$ cat config.mk
export PLATFORM = sky130hd
export DESIGN_NAME = asram_bridge
export DESIGN_NICKNAME = d
export VERILOG_FILES = /design/src/rtl/asram_pkg.sv /design/src/rtl/asram_phase_cnt.sv /design/src/rtl/asram_fsm.sv /design/src/rtl/asram_pins.sv /design/src/rtl/asram_datapath.sv /design/src/rtl/asram_bridge.sv
export SDC_FILE = /design/constraint.sdc
export NUM_CORES = 1
export LEC_CHECK = 0
export ABC_AREA = 1
export BUFFER_PORTS_ARGS = -buffer_cell sky130_fd_sc_hd__clkbuf_2
export CORE_UTILIZATION = 50
export CTS_CLUSTER_SIZE = 16
export DETAILED_ROUTE_END_ITERATION = 10
export GPL_TIMING_DRIVEN = 0
export PLACE_DENSITY = 0.9
export SLEW_MARGIN = 20
export SYNTH_ARGS = -nofsm -noshare
export SYNTH_HDL_FRONTEND = slang
export SYNTH_HIERARCHICAL = 1
export SYNTH_SLANG_ARGS = --single-unit
export TNS_END_PERCENT = 30
$ cat constraint.sdc
create_clock -name clk -period 2.3 [get_ports clk]
set_input_delay 0.69 -clock clk [delete_from_list [all_inputs] [get_ports clk]]
set_output_delay 0.69 -clock clk [all_outputs]
set_load 0.03 [all_outputs]
$ cat src/rtl/asram_pkg.sv
package asram_pkg;

   typedef enum logic [2:0] {
      ST_IDLE  = 3'd0,
      ST_TURN  = 3'd1,
      ST_RD    = 3'd2,
      ST_WSET  = 3'd3,
      ST_WPUL  = 3'd4,
      ST_WHOLD = 3'd5
   } asram_st_e;

   typedef struct packed {
      logic sel;    // both chip selects active
      logic rd;     // output enable active
      logic wr;     // write strobe active
      logic drv;    // pads drive the data bus
   } pin_set_t;

   localparam pin_set_t PINS_IDLE = '{sel: 1'b0, rd: 1'b0, wr: 1'b0, drv: 1'b0};

   // Cycles needed to cover t_ps, rounded up, never below one.
   function automatic int unsigned cyc_ceil(input int unsigned t_ps,
                                            input int unsigned clk_ps);
      int unsigned c;
      c = (t_ps + clk_ps - 1) / clk_ps;
      return (c == 0) ? 1 : c;
   endfunction

   function automatic int unsigned max2(input int unsigned a, input int unsigned b);
      return (a > b) ? a : b;
   endfunction

   function automatic pin_set_t pins_for(input asram_st_e st);
      pin_set_t p;
      p = PINS_IDLE;
      case (st)
         ST_RD:    begin p.sel = 1'b1; p.rd = 1'b1; end
         ST_WSET:  begin p.sel = 1'b1; p.drv = 1'b1; end
         ST_WPUL:  begin p.sel = 1'b1; p.wr = 1'b1; p.drv = 1'b1; end
         ST_WHOLD: begin p.sel = 1'b1; p.drv = 1'b1; end
         default:  p = PINS_IDLE;
      endcase
      return p;
   endfunction

endpackage

$ cat src/rtl/asram_phase_cnt.sv
module asram_phase_cnt #(
   parameter int unsigned CNT_W = 4
) (
   input  logic             clk,
   input  logic             rst_n,
   input  logic             load,
   input  logic [CNT_W-1:0] load_val,
   output logic             done
);
   logic [CNT_W-1:0] cnt_q;

   always_ff @(posedge clk or negedge rst_n) begin
      if (!rst_n)              cnt_q <= '0;
      else if (load)           cnt_q <= load_val;
      else if (cnt_q != '0)    cnt_q <= cnt_q - 1'b1;
   end

   assign done = (cnt_q == '0);
endmodule

$ cat src/rtl/asram_fsm.sv
module asram_fsm
   import asram_pkg::*;
#(
   parameter int unsigned RD_CYC   = 14,
   parameter int unsigned WR_CYC   = 13,
   parameter int unsigned TURN_CYC = 1,
   parameter int unsigned CNT_W    = 4
) (
   input  logic      clk,
   input  logic      rst_n,
   input  logic      req_valid,
   input  logic      req_write,
   output logic      req_ready,
   output logic      accept,
   output logic      capture,
   output asram_st_e state_d
);
   localparam logic [CNT_W-1:0] RD_LD   = CNT_W'(RD_CYC - 1);
   localparam logic [CNT_W-1:0] WR_LD   = CNT_W'(WR_CYC - 1);
   localparam logic [CNT_W-1:0] TURN_LD = CNT_W'(TURN_CYC - 1);

   asram_st_e        state_q;
   logic             last_rd_q, last_rd_d;
   logic             ld;
   logic [CNT_W-1:0] ld_val;
   logic             done;

   asram_phase_cnt #(.CNT_W(CNT_W)) u_cnt (
      .clk      (clk),
      .rst_n    (rst_n),
      .load     (ld),
      .load_val (ld_val),
      .done     (done)
   );

   always_comb begin
      state_d   = state_q;
      last_rd_d = last_rd_q;
      ld        = 1'b0;
      ld_val    = '0;
      case (state_q)
         ST_IDLE: if (req_valid) begin
            if (req_write) begin
               if (last_rd_q) begin
                  state_d = ST_TURN;
                  ld      = 1'b1;
                  ld_val  = TURN_LD;
               end else begin
                  state_d = ST_WSET;
               end
            end else begin
               state_d = ST_RD;
               ld      = 1'b1;
               ld_val  = RD_LD;
            end
         end
         ST_TURN: if (done) state_d = ST_WSET;
         ST_RD: if (done) begin
            state_d   = ST_IDLE;
            last_rd_d = 1'b1;
         end
         ST_WSET: begin
            state_d = ST_WPUL;
            ld      = 1'b1;
            ld_val  = WR_LD;
         end
         ST_WPUL: if (done) state_d = ST_WHOLD;
         ST_WHOLD: begin
            state_d   = ST_IDLE;
            last_rd_d = 1'b0;
         end
         default: state_d = ST_IDLE;
      endcase
   end

   always_ff @(posedge clk or negedge rst_n) begin
      if (!rst_n) begin
         state_q   <= ST_IDLE;
         last_rd_q <= 1'b0;
      end else begin
         state_q   <= state_d;
         last_rd_q <= last_rd_d;
      end
   end

   assign req_ready = (state_q == ST_IDLE);
   assign accept    = req_ready && req_valid;
   assign capture   = (state_q == ST_RD) && done;
endmodule

$ cat src/rtl/asram_pins.sv
module asram_pins
   import asram_pkg::*;
(
   input  logic      clk,
   input  logic      rst_n,
   input  asram_st_e state_d,
   output logic      mem_en_lo_n,
   output logic      mem_en_hi,
   output logic      mem_rd_n,
   output logic      mem_wr_n,
   output logic      mem_drive
);
   pin_set_t pins_q;

   // Strobes come straight from flops so the pads see no decode glitches.
   always_ff @(posedge clk or negedge rst_n) begin
      if (!rst_n) pins_q <= PINS_IDLE;
      else        pins_q <= pins_for(state_d);
   end

   assign mem_en_lo_n = ~pins_q.sel;
   assign mem_en_hi   =  pins_q.sel;
   assign mem_rd_n    = ~pins_q.rd;
   assign mem_wr_n    = ~pins_q.wr;
   assign mem_drive   =  pins_q.drv;
endmodule

$ cat src/rtl/asram_datapath.sv
module asram_datapath #(
   parameter int unsigned ADDR_W     = 17,
   parameter int unsigned DATA_W     = 8,
   parameter bit          RDATA_HOLD = 1'b1
) (
   input  logic              clk,
   input  logic              rst_n,
   input  logic              accept,
   input  logic              capture,
   input  logic [ADDR_W-1:0] req_addr,
   input  logic [DATA_W-1:0] req_wdata,
   input  logic [DATA_W-1:0] mem_rdata,
   output logic [ADDR_W-1:0] mem_addr,
   output logic [DATA_W-1:0] mem_wdata,
   output logic              rsp_valid,
   output logic [DATA_W-1:0] rsp_rdata
);
   logic [ADDR_W-1:0] addr_q;
   logic [DATA_W-1:0] wdata_q;
   logic [DATA_W-1:0] rd_q;
   logic              vld_q;

   always_ff @(posedge clk or negedge rst_n) begin
      if (!rst_n) begin
         addr_q  <= '0;
         wdata_q <= '0;
      end else if (accept) begin
         addr_q  <= req_addr;
         wdata_q <= req_wdata;
      end
   end

   always_ff @(posedge clk or negedge rst_n) begin
      if (!rst_n) begin
         rd_q  <= '0;
         vld_q <= 1'b0;
      end else begin
         vld_q <= capture;
         if (capture) rd_q <= mem_rdata;
      end
   end

   generate
      if (RDATA_HOLD) begin : g_hold
         assign rsp_rdata = rd_q;
      end else begin : g_mask
         assign rsp_rdata = vld_q ? rd_q : '0;
      end
   endgenerate

   assign mem_addr  = addr_q;
   assign mem_wdata = wdata_q;
   assign rsp_valid = vld_q;
endmodule

$ cat src/rtl/asram_bridge.sv
module asram_bridge
   import asram_pkg::*;
#(
   parameter int unsigned ADDR_W        = 17,
   parameter int unsigned DATA_W        = 8,
   parameter int unsigned CLK_PERIOD_PS = 5000,
   parameter int unsigned T_RC_PS       = 70000,
   parameter int unsigned T_WP_PS       = 50000,
   parameter int unsigned T_AW_PS       = 70000,
   parameter int unsigned T_DW_PS       = 30000,
   parameter int unsigned T_TURN_PS     = 5000,
   parameter bit          RDATA_HOLD    = 1'b1
) (
   input  logic              clk,
   input  logic              rst_n,
   input  logic              req_valid,
   output logic              req_ready,
   input  logic              req_write,
   input  logic [ADDR_W-1:0] req_addr,
   input  logic [DATA_W-1:0] req_wdata,
   output logic              rsp_valid,
   output logic [DATA_W-1:0] rsp_rdata,
   output logic [ADDR_W-1:0] mem_addr,
   output logic              mem_en_lo_n,
   output logic              mem_en_hi,
   output logic              mem_rd_n,
   output logic              mem_wr_n,
   output logic [DATA_W-1:0] mem_wdata,
   output logic              mem_drive,
   input  logic [DATA_W-1:0] mem_rdata
);
   localparam int unsigned RD_CYC   = cyc_ceil(T_RC_PS, CLK_PERIOD_PS);
   localparam int unsigned AW_REST  = cyc_ceil(T_AW_PS, CLK_PERIOD_PS) - 1;
   localparam int unsigned WR_CYC   = max2(max2(cyc_ceil(T_WP_PS, CLK_PERIOD_PS),
                                                cyc_ceil(T_DW_PS, CLK_PERIOD_PS)),
                                           AW_REST);
   localparam int unsigned TURN_CYC = cyc_ceil(T_TURN_PS, CLK_PERIOD_PS);
   localparam int unsigned MAX_CYC  = max2(max2(RD_CYC, WR_CYC), TURN_CYC);
   localparam int unsigned CNT_W    = max2(1, $clog2(MAX_CYC));

   generate
      if (ADDR_W < 1 || DATA_W < 1) begin : g_bad_width
         $error("asram_bridge: address and data widths must be at least 1");
      end
      if (CLK_PERIOD_PS < 1) begin : g_bad_clk
         $error("asram_bridge: clock period must be nonzero");
      end
      if (MAX_CYC > 65535) begin : g_bad_phase
         $error("asram_bridge: phase length exceeds 16-bit checker range");
      end
   endgenerate

   asram_st_e state_d;
   logic      accept;
   logic      capture;

   asram_fsm #(
      .RD_CYC   (RD_CYC),
      .WR_CYC   (WR_CYC),
      .TURN_CYC (TURN_CYC),
      .CNT_W    (CNT_W)
   ) u_fsm (
      .clk       (clk),
      .rst_n     (rst_n),
      .req_valid (req_valid),
      .req_write (req_write),
      .req_ready (req_ready),
      .accept    (accept),
      .capture   (capture),
      .state_d   (state_d)
   );

   asram_pins u_pins (
      .clk         (clk),
      .rst_n       (rst_n),
      .state_d     (state_d),
      .mem_en_lo_n (mem_en_lo_n),
      .mem_en_hi   (mem_en_hi),
      .mem_rd_n    (mem_rd_n),
      .mem_wr_n    (mem_wr_n),
      .mem_drive   (mem_drive)
   );

   asram_datapath #(
      .ADDR_W     (ADDR_W),
      .DATA_W     (DATA_W),
      .RDATA_HOLD (RDATA_HOLD)
   ) u_dp (
      .clk       (clk),
      .rst_n     (rst_n),
      .accept    (accept),
      .capture   (capture),
      .req_addr  (req_addr),
      .req_wdata (req_wdata),
      .mem_rdata (mem_rdata),
      .mem_addr  (mem_addr),
      .mem_wdata (mem_wdata),
      .rsp_valid (rsp_valid),
      .rsp_rdata (rsp_rdata)
   );
endmodule

======== After elaboration in Yosys (flattened, before gate mapping) ========
Cells that the tools add are included.
W data, S select, Z words.
storage, ports and cells
  register bits after elaboration ......... 46
  output and inout bits ................... 40
operators by class
  $add $sub $neg .......................... 1
  eq/ne operators ......................... 10
  mux-type cells .......................... 22
  bitwise logic cells ..................... 3
  reduce and logical (&&, ||, !) cells .... 10
operator list
  operator               number
  $mux W4                4
  $pmux W3 S5            1
  $eq A3 B2 Y1 const B   4
  $eq A3 B3 Y1 const B   4
  $mux W3                4
  $mux W1                8
  $pmux W4 S2            1
  $logic_not A4 Y1       1
  $mux W2                2
  $pmux W1 S2            2
  $reduce_bool A2 Y1     2
  $reduce_bool A4 Y1     1
  $reduce_or A4 Y1       1
  $sub A4 B1 Y4 const B  1
  $eq A3 B1 Y1 const B   1
  $logic_not A3 Y1       1
  $not A1 Y1             3
  $reduce_or A3 Y1       1
  $logic_and A1 B1 Y1    2
  $ne A2 B1 Y1 const B   1
  $reduce_and A2 Y1      1

======== Logic depth before layout (Yosys ltp) ========
  word-level depth ........................ 7
  mapped depth ............................ 11
  gate-level depth less buffers ........... 11

======== Modules after synthesis ========
Netlist, hierarchy kept.
by module, submodules not included
  module           times used  cells an instance  area each (sq um)
  asram_datapath   1           141                1295.0
  asram_fsm        1           41                 270.3
  asram_phase_cnt  1           34                 242.7
  asram_pins       1           16                 150.1

======== Worst setup path before layout ========
OpenSTA, ideal clock, no wires.
  path kind ............................... flip-flop to output port
  start ................................... register u_fsm.state_q[1]
  end ..................................... output req_ready
  data arrival time ....................... 837 ps
  path slack .............................. 773 ps
  cell stages (with the launch flop) ...... 4
  path buffers ............................ 0
  path through ............................ dfrtp_1 inv_1 nand2_2 nor2_2
between the ends
  longest elaborated chain between the ends .. 1
ends and longest elaborated chain
  element                 RTL line            RTL
  from (decl)             asram_fsm.sv:22     asram_st_e state_q;
  from (signal assigned)  asram_fsm.sv:81     state_q <= state_d;
  $logic_not A3 Y1        asram_fsm.sv:86     assign req_ready = (state_q == ST_IDLE);
  to (decl)               asram_bridge.sv:17  output logic req_ready,
No other way between the ends.

======== Worst setup path in the final report ========
Ends and elaborated chain as after synthesis.

==> out/metrics.csv <==
metric,value,unit
antenna_left,0,
vias,1683,
synth_fp_nets,270,
yosysWarnings,6,
cts_tree,done,
htree_levels,2,
hold_ws,340,ps
instances_no_fill,364,
drive_above_1_share,0.316,
vdd_drop_max,0.936,mV
cts_resized,0,
wirelength,3870,um
setup_viol,0,
final_cell_mix,"nand2_1, clkbuf_2, dfrtp_1",
period_minus_slack,1900,ps
drv_slew,0,
wl_per_cell,10.6,um
rows,22,
nets,354,
die-area,4170,um2
post_cts_buffers,0,
root_buffer,clkbuf_8,
clock_path_buffers,2,
track_usage,0.206,
min_path_type,in2async,
max_freq,0.526,GHz
layout_commonest_cell,nand2_1,
endpoint_kind,output port,
gp_congestion,0.803,
cts.clk_slew.worst_paths,80,ps
r2r_start,u_fsm/u_cnt/cnt_q[0]$_DFFE_PN0P_,
dpl.hpwl,3080,um
core,3720,um2
ios,77,
placed_cell_area,2420,um2
holdBufCountCts,0,
diodes,0,
setup_tns,0,ps
power.density,1590,nW/um2
skew,5.77,ps
synth_cell_types,19,
drv_cap,0,
avgSynthCellArea,8.44,um2
initial_core_util,0.527,
worstSetupStartpoint,u_fsm/state_q[1]$_DFF_PN0_,
post-route-period-util,0.827,
rsz0062_at_grt,no,
clk_latency,280,ps
hold_violations,0,
path_max_fanout,4,
cp-start-kind,flip-flop,
vias_per_cell,4.62,
crit_arrival,1210,ps
syn_area,1960,um2
first_global_vias,1526,
die_y,64.6,um
cts.sinks,46,
area_growth,27.6,%
drc,0,
leakagePower,1.47,nW
grt_start_max_net_pins,30,
yosysSeqAreaShare,0.588,
syn_inst,232,
io_buffers,76,
ys_seq_elements,46,
outcome,completed,
cts_made_buffers,5,
fin_area,2500,um2
crit_type,reg2out,
firstDrtPassIters,5,
dp.cells,357,
grt_first_pass_wirelength,6410,um
antenna_found_initial,0,
die-width,64.6,um
first_iter_violations,96,
gr-total-overflow,0,
crit_required,1610,ps
==> metrics by stage <==
step	setup slack, ps	util	power [mW]
after global routing	326	0.672	4.31
after detailed placement	532	0.651	3.58
after CTS	374	0.672	4.04
after floorplan	773	-	2.95
after global placement	590	0.645	3.47
final	399	0.672	3.98
==> layout make-up <==
type,instances,area (um2)
Fill cell,313,1220
Sequential cell,46,1150
Multi-Input combinational cell,160,667
Timing Repair Buffer,77,400
Inverter,20,80.1
Clock buffer,6,72.6
Buffer,6,60.1
Tap cell,48,60.1
Clock inverter,1,7.51
==> power breakdown <==
part / internal (mW) / total [mW] / switching [mW]
logic: 0.630 / 2.13 / 1.50
clock network: 0.208 / 0.447 / 0.239
registers: 1.20 / 1.41 / 0.213
==> per-layer routing <==
layer	part of all wire	up-vias	GRT usage
li1	-	863	-
met1	0.44	768	0.247
met2	0.49	50	0.351
met3	0.062	2	0.0704
met4	0.0047	0	0.0583
met5	0	-	0
==> Yosys cell counts, drive strengths merged <==
cell	n	share of area
nand2	128	0.25
dfrtp	46	0.59
inv	20	0.041
o21ai	11	0.030
nor2	9	0.021
nand3	8	0.026
buf	6	0.031
conb	1	0.0019
ha	1	0.0064
nand4	1	0.0032
xnor2	1	0.0045
==> cells by family (layout without fill, tap and decap cells) <==
group	Yosys count	count (layout)	synth area share
xor gates and xnor gates	1	1	0.00447
other	1	1	0.00192
buffers and inverters	26	110	0.0716
and+or+nand+nor	146	146	0.298
AOI/OAI and AO/OA	11	11	0.0300
DFF	46	46	0.588
adders and majority gates	1	1	0.00639
==> worst max-delay path: stages (launching register included) <==
cell	delay, ps
dfrtp_1	430
inv_1	120
nand2_2	60
nor2_2	100
clkbuf_2	220
==> registers in the layout, summed over array words and instances (netlist names) <==
name / cells
u_pins/mem_en_hi: 1
u_fsm/last_rd_q: 1
u_fsm/u_cnt/cnt_q: 4
u_dp/rsp_valid: 1
u_dp/mem_wdata: 8
u_dp/rsp_rdata: 8
u_fsm/state_q: 3
u_pins/pins_q: 2
u_dp/mem_addr: 17
u_pins/mem_drive: 1
==> worst paths after layout <==
| kind | endpoint | slack, ps | cells after the start |
|---|---|---|---|
| hold reg to reg | u_dp/mem_addr[16]$_DFFE_PN0P_ | 470 | 2 |
| setup / recovery | req_ready | 400 | 4 |
| setup reg to reg | u_dp/rsp_rdata[7]$_DFFE_PN0P_ | 560 | 10 |
| min in group clk | u_dp/mem_addr[16]$_DFFE_PN0P_ | 470 | 2 |
| hold / removal | u_dp/rsp_rdata[7]$_DFFE_PN0P_ | 340 | 1 |
| max in group asynchronous | u_dp/mem_addr[6]$_DFFE_PN0P_ | 1450 | 2 |
No activity file was read; power rests on OpenSTA's default activity.
